### config.mk
export PLATFORM = sky130hd
export DESIGN_NAME = irq_holdoff
export DESIGN_NICKNAME = d
export VERILOG_FILES = /design/src/rtl/irq_holdoff.sv
export SDC_FILE = /design/constraint.sdc
export NUM_CORES = 1
export LEC_CHECK = 0
export BUFFER_PORTS_ARGS = -buffer_cell sky130_fd_sc_hd__buf_4
export CORE_MARGIN = 5
export CORE_UTILIZATION = 45
export DETAILED_ROUTE_END_ITERATION = 12
export PLACE_DENSITY = 0.68
export SLEW_MARGIN = 0
export SYNTH_ARGS = -nofsm -noshare
export SYNTH_HDL_FRONTEND = slang
export SYNTH_SLANG_ARGS = --single-unit
export TNS_END_PERCENT = 100
### constraint.sdc
create_clock -name clk -period 4.53 [get_ports clk]
set_clock_uncertainty 0.15 [all_clocks]
set_input_delay 0.906 -clock clk [delete_from_list [all_inputs] [get_ports clk]]
set_output_delay 0.906 -clock clk [all_outputs]
set_load 0.02 [all_outputs]
### src/rtl/irq_holdoff.sv
module irq_holdoff #(
  parameter int CNT_W = 14
) (
  input  logic             clk,
  input  logic             rst_n,
  input  logic             cyc_en,
  input  logic             cmd_vld,
  input  logic [CNT_W-1:0] cmd_cnt,
  input  logic             irq_raw,
  output logic             irq_out,
  output logic             busy
);

  logic [CNT_W-1:0] rem;
  logic             armed;
  logic             fire;

  assign fire    = cmd_vld & cyc_en;
  assign busy    = armed | fire;
  assign irq_out = irq_raw & ~busy;

  always_ff @(posedge clk or negedge rst_n) begin
    if (!rst_n) begin
      rem   <= '0;
      armed <= 1'b0;
    end else if (fire) begin
      rem   <= cmd_cnt;
      armed <= (cmd_cnt != '0);
    end else if (armed && cyc_en) begin
      rem   <= rem - 1'b1;
      armed <= (rem != {{(CNT_W-1){1'b0}}, 1'b1});
    end
  end

  AST_ARMED_NONZERO: assert property (@(posedge clk) disable iff (!rst_n)
    armed |-> rem != '0);
  AST_LOAD: assert property (@(posedge clk) disable iff (!rst_n)
    fire |=> (rem == $past(cmd_cnt)) && (armed == ($past(cmd_cnt) != '0)));
  AST_COUNT_DOWN: assert property (@(posedge clk) disable iff (!rst_n)
    (armed && cyc_en && !cmd_vld && rem > 1) |=> armed && rem == $past(rem) - 1'b1);
  AST_WINDOW_END: assert property (@(posedge clk) disable iff (!rst_n)
    (armed && cyc_en && !cmd_vld && rem == 1) |=> !armed);
  AST_STALL_HOLD: assert property (@(posedge clk) disable iff (!rst_n)
    (!cyc_en) |=> $stable(rem) && $stable(armed));
  AST_RETRIG_NO_GAP: assert property (@(posedge clk) disable iff (!rst_n)
    (fire && cmd_cnt != '0) |=> busy && !irq_out);
  AST_NO_LEAK: assert property (@(posedge clk) disable iff (!rst_n)
    armed |-> !irq_out);

endmodule

# --- Yosys cells after proc, flatten, opt, wreduce, memory -nomap -nowiden ---
# Cells that the tools add are included.
# W data, S select, Z words.
word_totals:
  register_bits: 15
  input_bits: 19
  output_inout_bits: 2
op_classes:
  add_sub_neg: 1
  eq_ne: 1
  muxes: 4
  n_bitwise: 4
  n_reduce_logical: 3
ops:
  columns: ["op", "n"]
  rows:
  - ["$mux W14", 2]
  - ["$ne A14 B1 Y1 const B", 1]
  - ["$reduce_bool A14 Y1", 1]
  - ["$sub A14 B1 Y14 const B", 1]
  - ["$and A1 B1 Y1", 2]
  - ["$mux W1", 2]
  - ["$reduce_bool A2 Y1", 1]
  - ["$logic_and A1 B1 Y1", 1]
  - ["$not A1 Y1", 1]
  - ["$or A1 B1 Y1", 1]

# --- Logic depth before layout (Yosys ltp) ---
# Gate-level depths: netlist (run 1).
logic_depth:
  depth_word: 4
  mapped_depth: 6
  depth_no_buf: 6

# --- Worst setup path after synthesis (run 1) ---
# OpenSTA, ideal clock, no wires.
synth_timing:
  kind: "in2out"
  startpoint: "input cyc_en"
  endpoint: "output irq_out"
  arrival_ns: 1.741
  t_required_ns: 3.474
  setup_slack_ns: 1.733
  cell_stages: 4
  path_buffers: 1
  path_cell_list: "buf_4 nand2_1 nand2b_1 nor2_1"
synth_via:
  elab_chain_cells: 4
synth_rtl:
  columns: ["element", "line", "source"]
  rows:
  - ["from (decl)", "6", "input logic cyc_en,"]
  - ["$and A1 B1 Y1", "18", "assign fire = cmd_vld & cyc_en;"]
  - ["$or A1 B1 Y1", "19", "assign busy = armed | fire;"]
  - ["named net busy", "11", "output logic busy"]
  - ["$not A1 Y1", "20", "assign irq_out = irq_raw & ~busy;"]
  - ["$and A1 B1 Y1", "20", null]
  - ["to (decl)", "10", "output logic irq_out,"]
# The timed path passes the listed nets, and every way through them passes these cells.

# --- Final worst setup path (run 1) ---
layout_timing:
  startpoint: "input cyc_en"
  endpoint: "output irq_out"
layout_via:
  elab_chain_cells: 4
layout_rtl:
  columns: ["element", "line"]
  rows:
  - ["$and A1 B1 Y1", "18"]
  - ["$or A1 B1 Y1", "19"]
  - ["$not A1 Y1", "20"]
  - ["$and A1 B1 Y1", "20"]
# Every way passes these cells.

==> impl_metrics.env, run 1 <==
export IMPL_outcome="completed"
export IMPL_antenna_found_initial=0
export IMPL_post_route_min_period_ps=2708
export IMPL_core_mm2=0.001962
export IMPL_finalHoldViolCount=0
export IMPL_required_ps=3470
export IMPL_clk_path_buf_depth=2
export IMPL_vias=886
export IMPL_wire_per_inst_um=13.96
export IMPL_root_buffer="clkbuf_4"
export IMPL_syn_num_nets=131
export IMPL_r2r_setup_slack_ps=2280
export IMPL_critPathMaxFanout=11
export IMPL_fmax_mhz=369.3
export IMPL_cts_max_level=1
export IMPL_gp_congestion=0.7843
export IMPL_globalRouteOverflowTotal=0
export IMPL_drc_errors=0
export IMPL_ant_nets=0
export IMPL_rows=16
export IMPL_synth_distinct_cells=32
export IMPL_area_growth_syn_to_layout_pct=20.21
export IMPL_maxSlewHeadroom_pct=60.52
export IMPL_clock_sinks=15
export IMPL_crit_type="input pin to output pin"
export IMPL_grt_pass1_wl_um=3801
export IMPL_numCtsBuffers=3
export IMPL_ir_worst_vdd_mv=0.1616
export IMPL_fp_dieArea_mm2=0.003089
export IMPL_initialDrtViolationCount=21
export IMPL_ys_warn_count=0
export IMPL_grtUsageTotal_pct=14.98
export IMPL_setup_viol=0
export IMPL_p_leak_nw=0.4598
export IMPL_syn_inst=110
export IMPL_clk_latency_ps=290
export IMPL_r2r_cells=4
export IMPL_powerDensity_mw_per_mm2=311.9
export IMPL_setup_tns_ps=0
export IMPL_post_cts_resize_count=0
export IMPL_reg2reg_to="rem[12]"
export IMPL_die_w_um=55.58
export IMPL_cts_hold_buf=0
export IMPL_io_pins=21
export IMPL_hold_ws_ps=302.9
export IMPL_final_cells=156
export IMPL_cts_tree="yes"
export IMPL_hold_class="input pin to asynchronous set/reset pin"
export IMPL_dp_cells=152
export IMPL_netlist_area_um2=934.6
export IMPL_ys_ff_latch=15
export IMPL_drv_slew=0
export IMPL_worst_pin_slew_ps=590.9
export IMPL_cap_violations=0
export IMPL_regArea_um2=375.4
export IMPL_nNetsFinal=151
export IMPL_syn_area_per_cell_um2=8.497
export IMPL_multi_input_area_um2=521.8
export IMPL_drive_gt1_share_pct=21.71
export IMPL_wl_um=2178
export IMPL_period_share_pct=59.78
export IMPL_cp_arrival_ps=1650
export IMPL_worstSetupEndpointType="output pin"
export IMPL_grt_pass1_vias=903
export IMPL_port_buffers=20
export IMPL_num_fill_cells=185
export IMPL_yosysSeqAreaShare_pct=40.16
export IMPL_first_pass_iters=4
export IMPL_start_util_pct=47.64
export IMPL_grt_max_degree=17
export IMPL_clk_pin_slew_ps=100
export IMPL_rsz0062_at_grt="no"
export IMPL_startpoint_type="input pin"
export IMPL_hpwl_um=1661
export IMPL_antenna_cells=0
export IMPL_via_per_inst=5.679
export IMPL_postCtsSetupBuffers=0
export IMPL_r2r_start="rem[2]"
export IMPL_die_h_um=55.58
## kinds of logic after synthesis
| group | after synthesis | share of synthesized area (%) |
|---|---|---|
| DFF | 15 | 40.16 |
| AOI/OAI and AO/OA | 27 | 17.00 |
| xor gates and xnor gates | 7 | 6.560 |
| and+or+nand+nor | 50 | 29.59 |
| adders and majority gates | 2 | 2.677 |
| buffers and inverters | 9 | 4.015 |
## layout by cell type (no fill, tap or decap), types with 3 or more instances in the layout
| cell type | Yosys | routed |
|---|---|---|
| buf_4 | 1 | 20 |
| o21ai_0 | 16 | 16 |
| dfrtp_1 | 15 | 15 |
| nand2_1 | 12 | 12 |
| nor2_1 | 12 | 12 |
| nor4_1 | 6 | 6 |
| inv_1 | 4 | 4 |
| xor2_1 | 4 | 4 |
| a31oi_1 | 4 | 4 |
| xnor2_1 | 3 | 3 |
| or3_1 | 3 | 3 |
| nand4_1 | 3 | 3 |
| clkbuf_4 | 0 | 3 |
## flip-flops by register name, indices dropped and copies added (netlist names)
register,flops
rem,14
armed,1
## synth_stat cells, drive strengths merged
cell type	count	share of area, %
a32oi	1	0.94
a21oi	1	0.53
nor3	1	0.53
nor2	12	4.8
dfrtp	15	40
and2	1	0.67
xor2	4	3.7
a22o	2	1.9
or4b	1	1.5
or3	4	3.2
nor3b	2	1.6
o21ai	16	8.6
o22ai	1	0.67
nand4b	1	0.94
or3b	1	0.94
nand2b	1	0.67
buf	1	0.80
nand2	12	4.8
nor4	6	4.0
inv	4	1.6
clkbuf	4	1.6
a31oi	4	2.7
ha	2	2.7
o41ai	1	0.94
xnor2	3	2.8
o31ai	1	0.80
nand3	2	1.1
nand3b	1	0.80
or4	2	2.0
nand4	3	2.0
## through the flow
stage	power [mW]	instance area, µm²	setup WS [ps]	utilization, %
floorplan	0.2377	934.6	1733	-
global placement	0.2705	1096	1761	55.87
global route	0.3714	1124	1777	57.27
finish	0.3504	1124	1822	57.27
CTS	0.3520	1124	1835	57.27
detailed placement	0.2735	1096	1741	55.87
## area by class of cell
type	count	area share [%]
clock inverter	1	0.4454
clock buffer	3	2.004
multi-input combinational	86	46.44
inverter	4	1.336
timing repair buffer	20	13.36
tap	27	3.007
sequential	15	33.41
## worst max path at each step
stage,start,end,slack (ps),depth (start not counted)
2_1_floorplan,cyc_en,irq_out,1730,4
3_3_place_gp,cyc_en,rem[12],1760,5
3_5_place_dp,cyc_en,rem[12],1740,5
4_1_cts,cyc_en,irq_out,1840,5
5_1_grt,cyc_en,irq_out,1780,5
6_report,cyc_en,irq_out,1820,5
## layer usage
layer	GRT usage [%]	share of wire (%)
met1	19.68	47
met2	24.49	46
met3	3.480	6.1
met4	4.167	0.78
met5	0	0
## critical path: stages
cell      delay (ps)
buf_4            150
nand2_1          230
nand2b_1         120
nor2_1           100
buf_4            150
## where the power goes
part           internal, mW  switching, mW
Clock                0.0328         0.0451
Combinational        0.0443         0.0460
Sequential            0.155         0.0274
Total                 0.232          0.118
(Power assumes the default switching activity.)
==> run 2, diff against run 1 <==
--- a/config.mk
+++ b/config.mk
@@ -5,11 +5,12 @@
 export SDC_FILE = /design/constraint.sdc
 export NUM_CORES = 1
 export LEC_CHECK = 0
+export ABC_AREA = 1
 export BUFFER_PORTS_ARGS = -buffer_cell sky130_fd_sc_hd__buf_4
 export CORE_MARGIN = 5
 export CORE_UTILIZATION = 45
 export DETAILED_ROUTE_END_ITERATION = 12
-export PLACE_DENSITY = 0.68
+export PLACE_DENSITY = 0.69
 export SLEW_MARGIN = 0
 export SYNTH_ARGS = -nofsm -noshare
 export SYNTH_HDL_FRONTEND = slang
==> constraint.sdc (replaced) <==
create_clock -name clk -period 2.2 [get_ports clk]
set_clock_uncertainty 0.15 [all_clocks]
set_input_delay 0.44 -clock clk [delete_from_list [all_inputs] [get_ports clk]]
set_output_delay 0.44 -clock clk [all_outputs]
set_load 0.02 [all_outputs]
==> impl_metrics.env, run 2 <==
export IMPL_outcome="completed"
export IMPL_port_buffers=20
export IMPL_clk_path_buf_depth=2
export IMPL_cp_arrival_ps=1260
export IMPL_grt_max_degree=32
export IMPL_die_h_um=59.86
export IMPL_post_cts_resize_count=0
export IMPL_start_util_pct=45.99
export IMPL_synth_distinct_cells=24
export IMPL_clock_sinks=15
export IMPL_antenna_found_initial=0
export IMPL_required_ps=1610
export IMPL_globalRouteOverflowTotal=0
export IMPL_worstSetupEndpointType="output pin"
export IMPL_first_pass_iters=4
export IMPL_root_buffer="clkbuf_4"
export IMPL_r2r_cells=7
export IMPL_setup_tns_ps=0
export IMPL_wire_per_inst_um=12.91
export IMPL_maxSlewHeadroom_pct=75.25
export IMPL_ys_ff_latch=15
export IMPL_nNetsFinal=212
export IMPL_synth_common_cells="42 x nand2_1, 26 x nand3_1, 22 x nor2_1, 19 x inv_1, 15 x dfrtp_1"
export IMPL_gp_congestion=0.9018
export IMPL_vias=1189
export IMPL_yosys_area_top_type="dfrtp_1"
export IMPL_cts_hold_buf=1
export IMPL_critPathMaxFanout=3
export IMPL_clk_pin_slew_ps=100
export IMPL_hold_path_depth=3
export IMPL_die_w_um=59.86
export IMPL_hp_start="cmd_cnt[2]"
export IMPL_p_leak_nw=0.6503
export IMPL_final_cell_mix="42 x nand2_1, 26 x nand3_1, 22 x nor2_1, 21 x buf_4, 19 x inv_1"
export IMPL_wl_um=2840
export IMPL_async_flop_share_pct=100.0
export IMPL_period_share_pct=83.97
export IMPL_rows=18
export IMPL_power_total_uw=904.6
export IMPL_netlist_area_mm2=0.001119
export IMPL_final_common_cell="nand2_1"
export IMPL_setup_viol=0
export IMPL_dp_cells=215
export IMPL_synth_area_leaders="dfrtp_1 34%, nand2_1 14%, nand3_1 12%"
export IMPL_r2r_start="rem[0]"
export IMPL_fp_dieArea_mm2=0.003583
export IMPL_synth_top_area_share_pct=33.56
export IMPL_drc_errors=0
export IMPL_initialDrtViolationCount=38
export IMPL_reg_top3="rem: 14 flops, armed: 1 flops"
export IMPL_top_register="rem"
export IMPL_numCtsBuffers=3
export IMPL_ant_nets=0
export IMPL_fin_util_pct=54.32
export IMPL_num_fill_cells=254
export IMPL_grtUsageTotal_pct=17.80
export IMPL_post_route_min_period_ps=1847
export IMPL_grt_pass1_vias=1112
export IMPL_hpwl_um=2228
export IMPL_area_growth_syn_to_layout_pct=18.12
export IMPL_final_cells=220
export IMPL_via_per_inst=5.405
export IMPL_drv_slew=0
export IMPL_hold_class="input pin to flop"
export IMPL_synth_most_common_cell="nand2_1"
export IMPL_yosysSeqAreaShare_pct=33.56
export IMPL_grt_pass1_wl_um=4830
export IMPL_fmax_mhz=541.3
export IMPL_crit_type="flop to output pin"
export IMPL_startpoint_type="flop"
export IMPL_cap_violations=0
export IMPL_r2r_setup_slack_ps=630
export IMPL_antenna_cells=0
export IMPL_synth_edf_count=0
export IMPL_syn_num_nets=189
export IMPL_critPathLaunch="armed"
export IMPL_cts_tree="yes"
export IMPL_syn_inst=168
export IMPL_powerDensity_mw_per_mm2=684.7
export IMPL_rsz0062_at_grt="no"
export IMPL_io_pins=21
export IMPL_worst_pin_slew_ps=370.4
export IMPL_postCtsSetupBuffers=0
export IMPL_syn_area_per_cell_um2=6.658
export IMPL_finalHoldViolCount=0
export IMPL_ys_warn_count=0
export IMPL_clk_latency_ps=290
export IMPL_largest_register_ffs=14
export IMPL_core_mm2=0.002432
export IMPL_cts_max_level=1
export IMPL_drive_gt1_share_pct=20.00
export IMPL_ir_worst_vdd_mv=0.5492
export IMPL_ys_flop_type="dfrtp_1"
## run 2: changes by cell type in the layout (fill, tap and decap cells not counted), moves of 3 or more
cell,previous run,this run
or3_1,3,0
nand2_1,12,42
nor2_2,0,4
nand3_1,2,26
inv_1,4,19
a31oi_1,4,1
nor2_1,12,22
nor2_4,0,4
nor4_1,6,0
xor2_1,4,0
o21ai_0,16,7
xnor2_1,3,0
## run 2: layout make-up
type	count	area, µm²	area share (%)
multi-input combinational	128	635.6	48.11
sequential	15	375.4	28.41
timing repair buffer	22	167.7	12.69
inverter	21	78.83	5.966
tap	30	37.54	2.841
clock buffer	4	26.28	1.989
## run 2: per-layer routing
| metal | vias to the layer above | routed length, µm | share of wire [%] | global-route usage, % |
|---|---|---|---|---|
| met5 | - | 0 | 0 | 0 |
| met4 | 0 | 29 | 1.0 | 8.544 |
| met3 | 4 | 173 | 6.1 | 3.456 |
| met2 | 40 | 1393 | 49 | 27.93 |
| met1 | 555 | 1243 | 44 | 23.27 |
| li1 | 590 | - | - | - |
## run 2: worst max-delay path, stage by stage (launching register included)
cell	delay (ps)
dfrtp_1	410
or2_2	320
nor2_1	90
buf_4	140
## run 2: cell families (layout without fill, tap and decap cells)
| family | after synthesis | in the layout | synth area share (%) |
|---|---|---|---|
| simple gates | 111 | 111 | 46.75 |
| flops | 15 | 15 | 33.56 |
| buf+inv | 25 | 47 | 9.619 |
| compound gates | 15 | 15 | 7.830 |
| fa+ha+maj | 2 | 2 | 2.237 |
## run 2: path summary, 6_finish.rpt
path                       endpoint
min in group asynchronous    rem[6]
setup reg to reg            rem[12]
max in group asynchronous    rem[0]
hold / removal               rem[2]
hold reg to reg               armed
setup / recovery            irq_out
## run 2: power breakdown
part | total [mW] | internal, mW | switching [mW]
Combinational | 0.329 | 0.126 | 0.203
Clock | 0.165 | 0.0705 | 0.0947
Sequential | 0.410 | 0.334 | 0.0765
## run 2: metrics by stage
stage	instance area (µm²)	setup WS [ps]	hold WS, ps
2_1_floorplan	1119	362.5	-5.591
3_3_place_gp	1285	392.9	161.6
5_1_grt	1321	285.7	213.0
6_report	1321	352.6	225.9
3_5_place_dp	1285	359.4	161.9
4_1_cts	1321	351.9	223.1
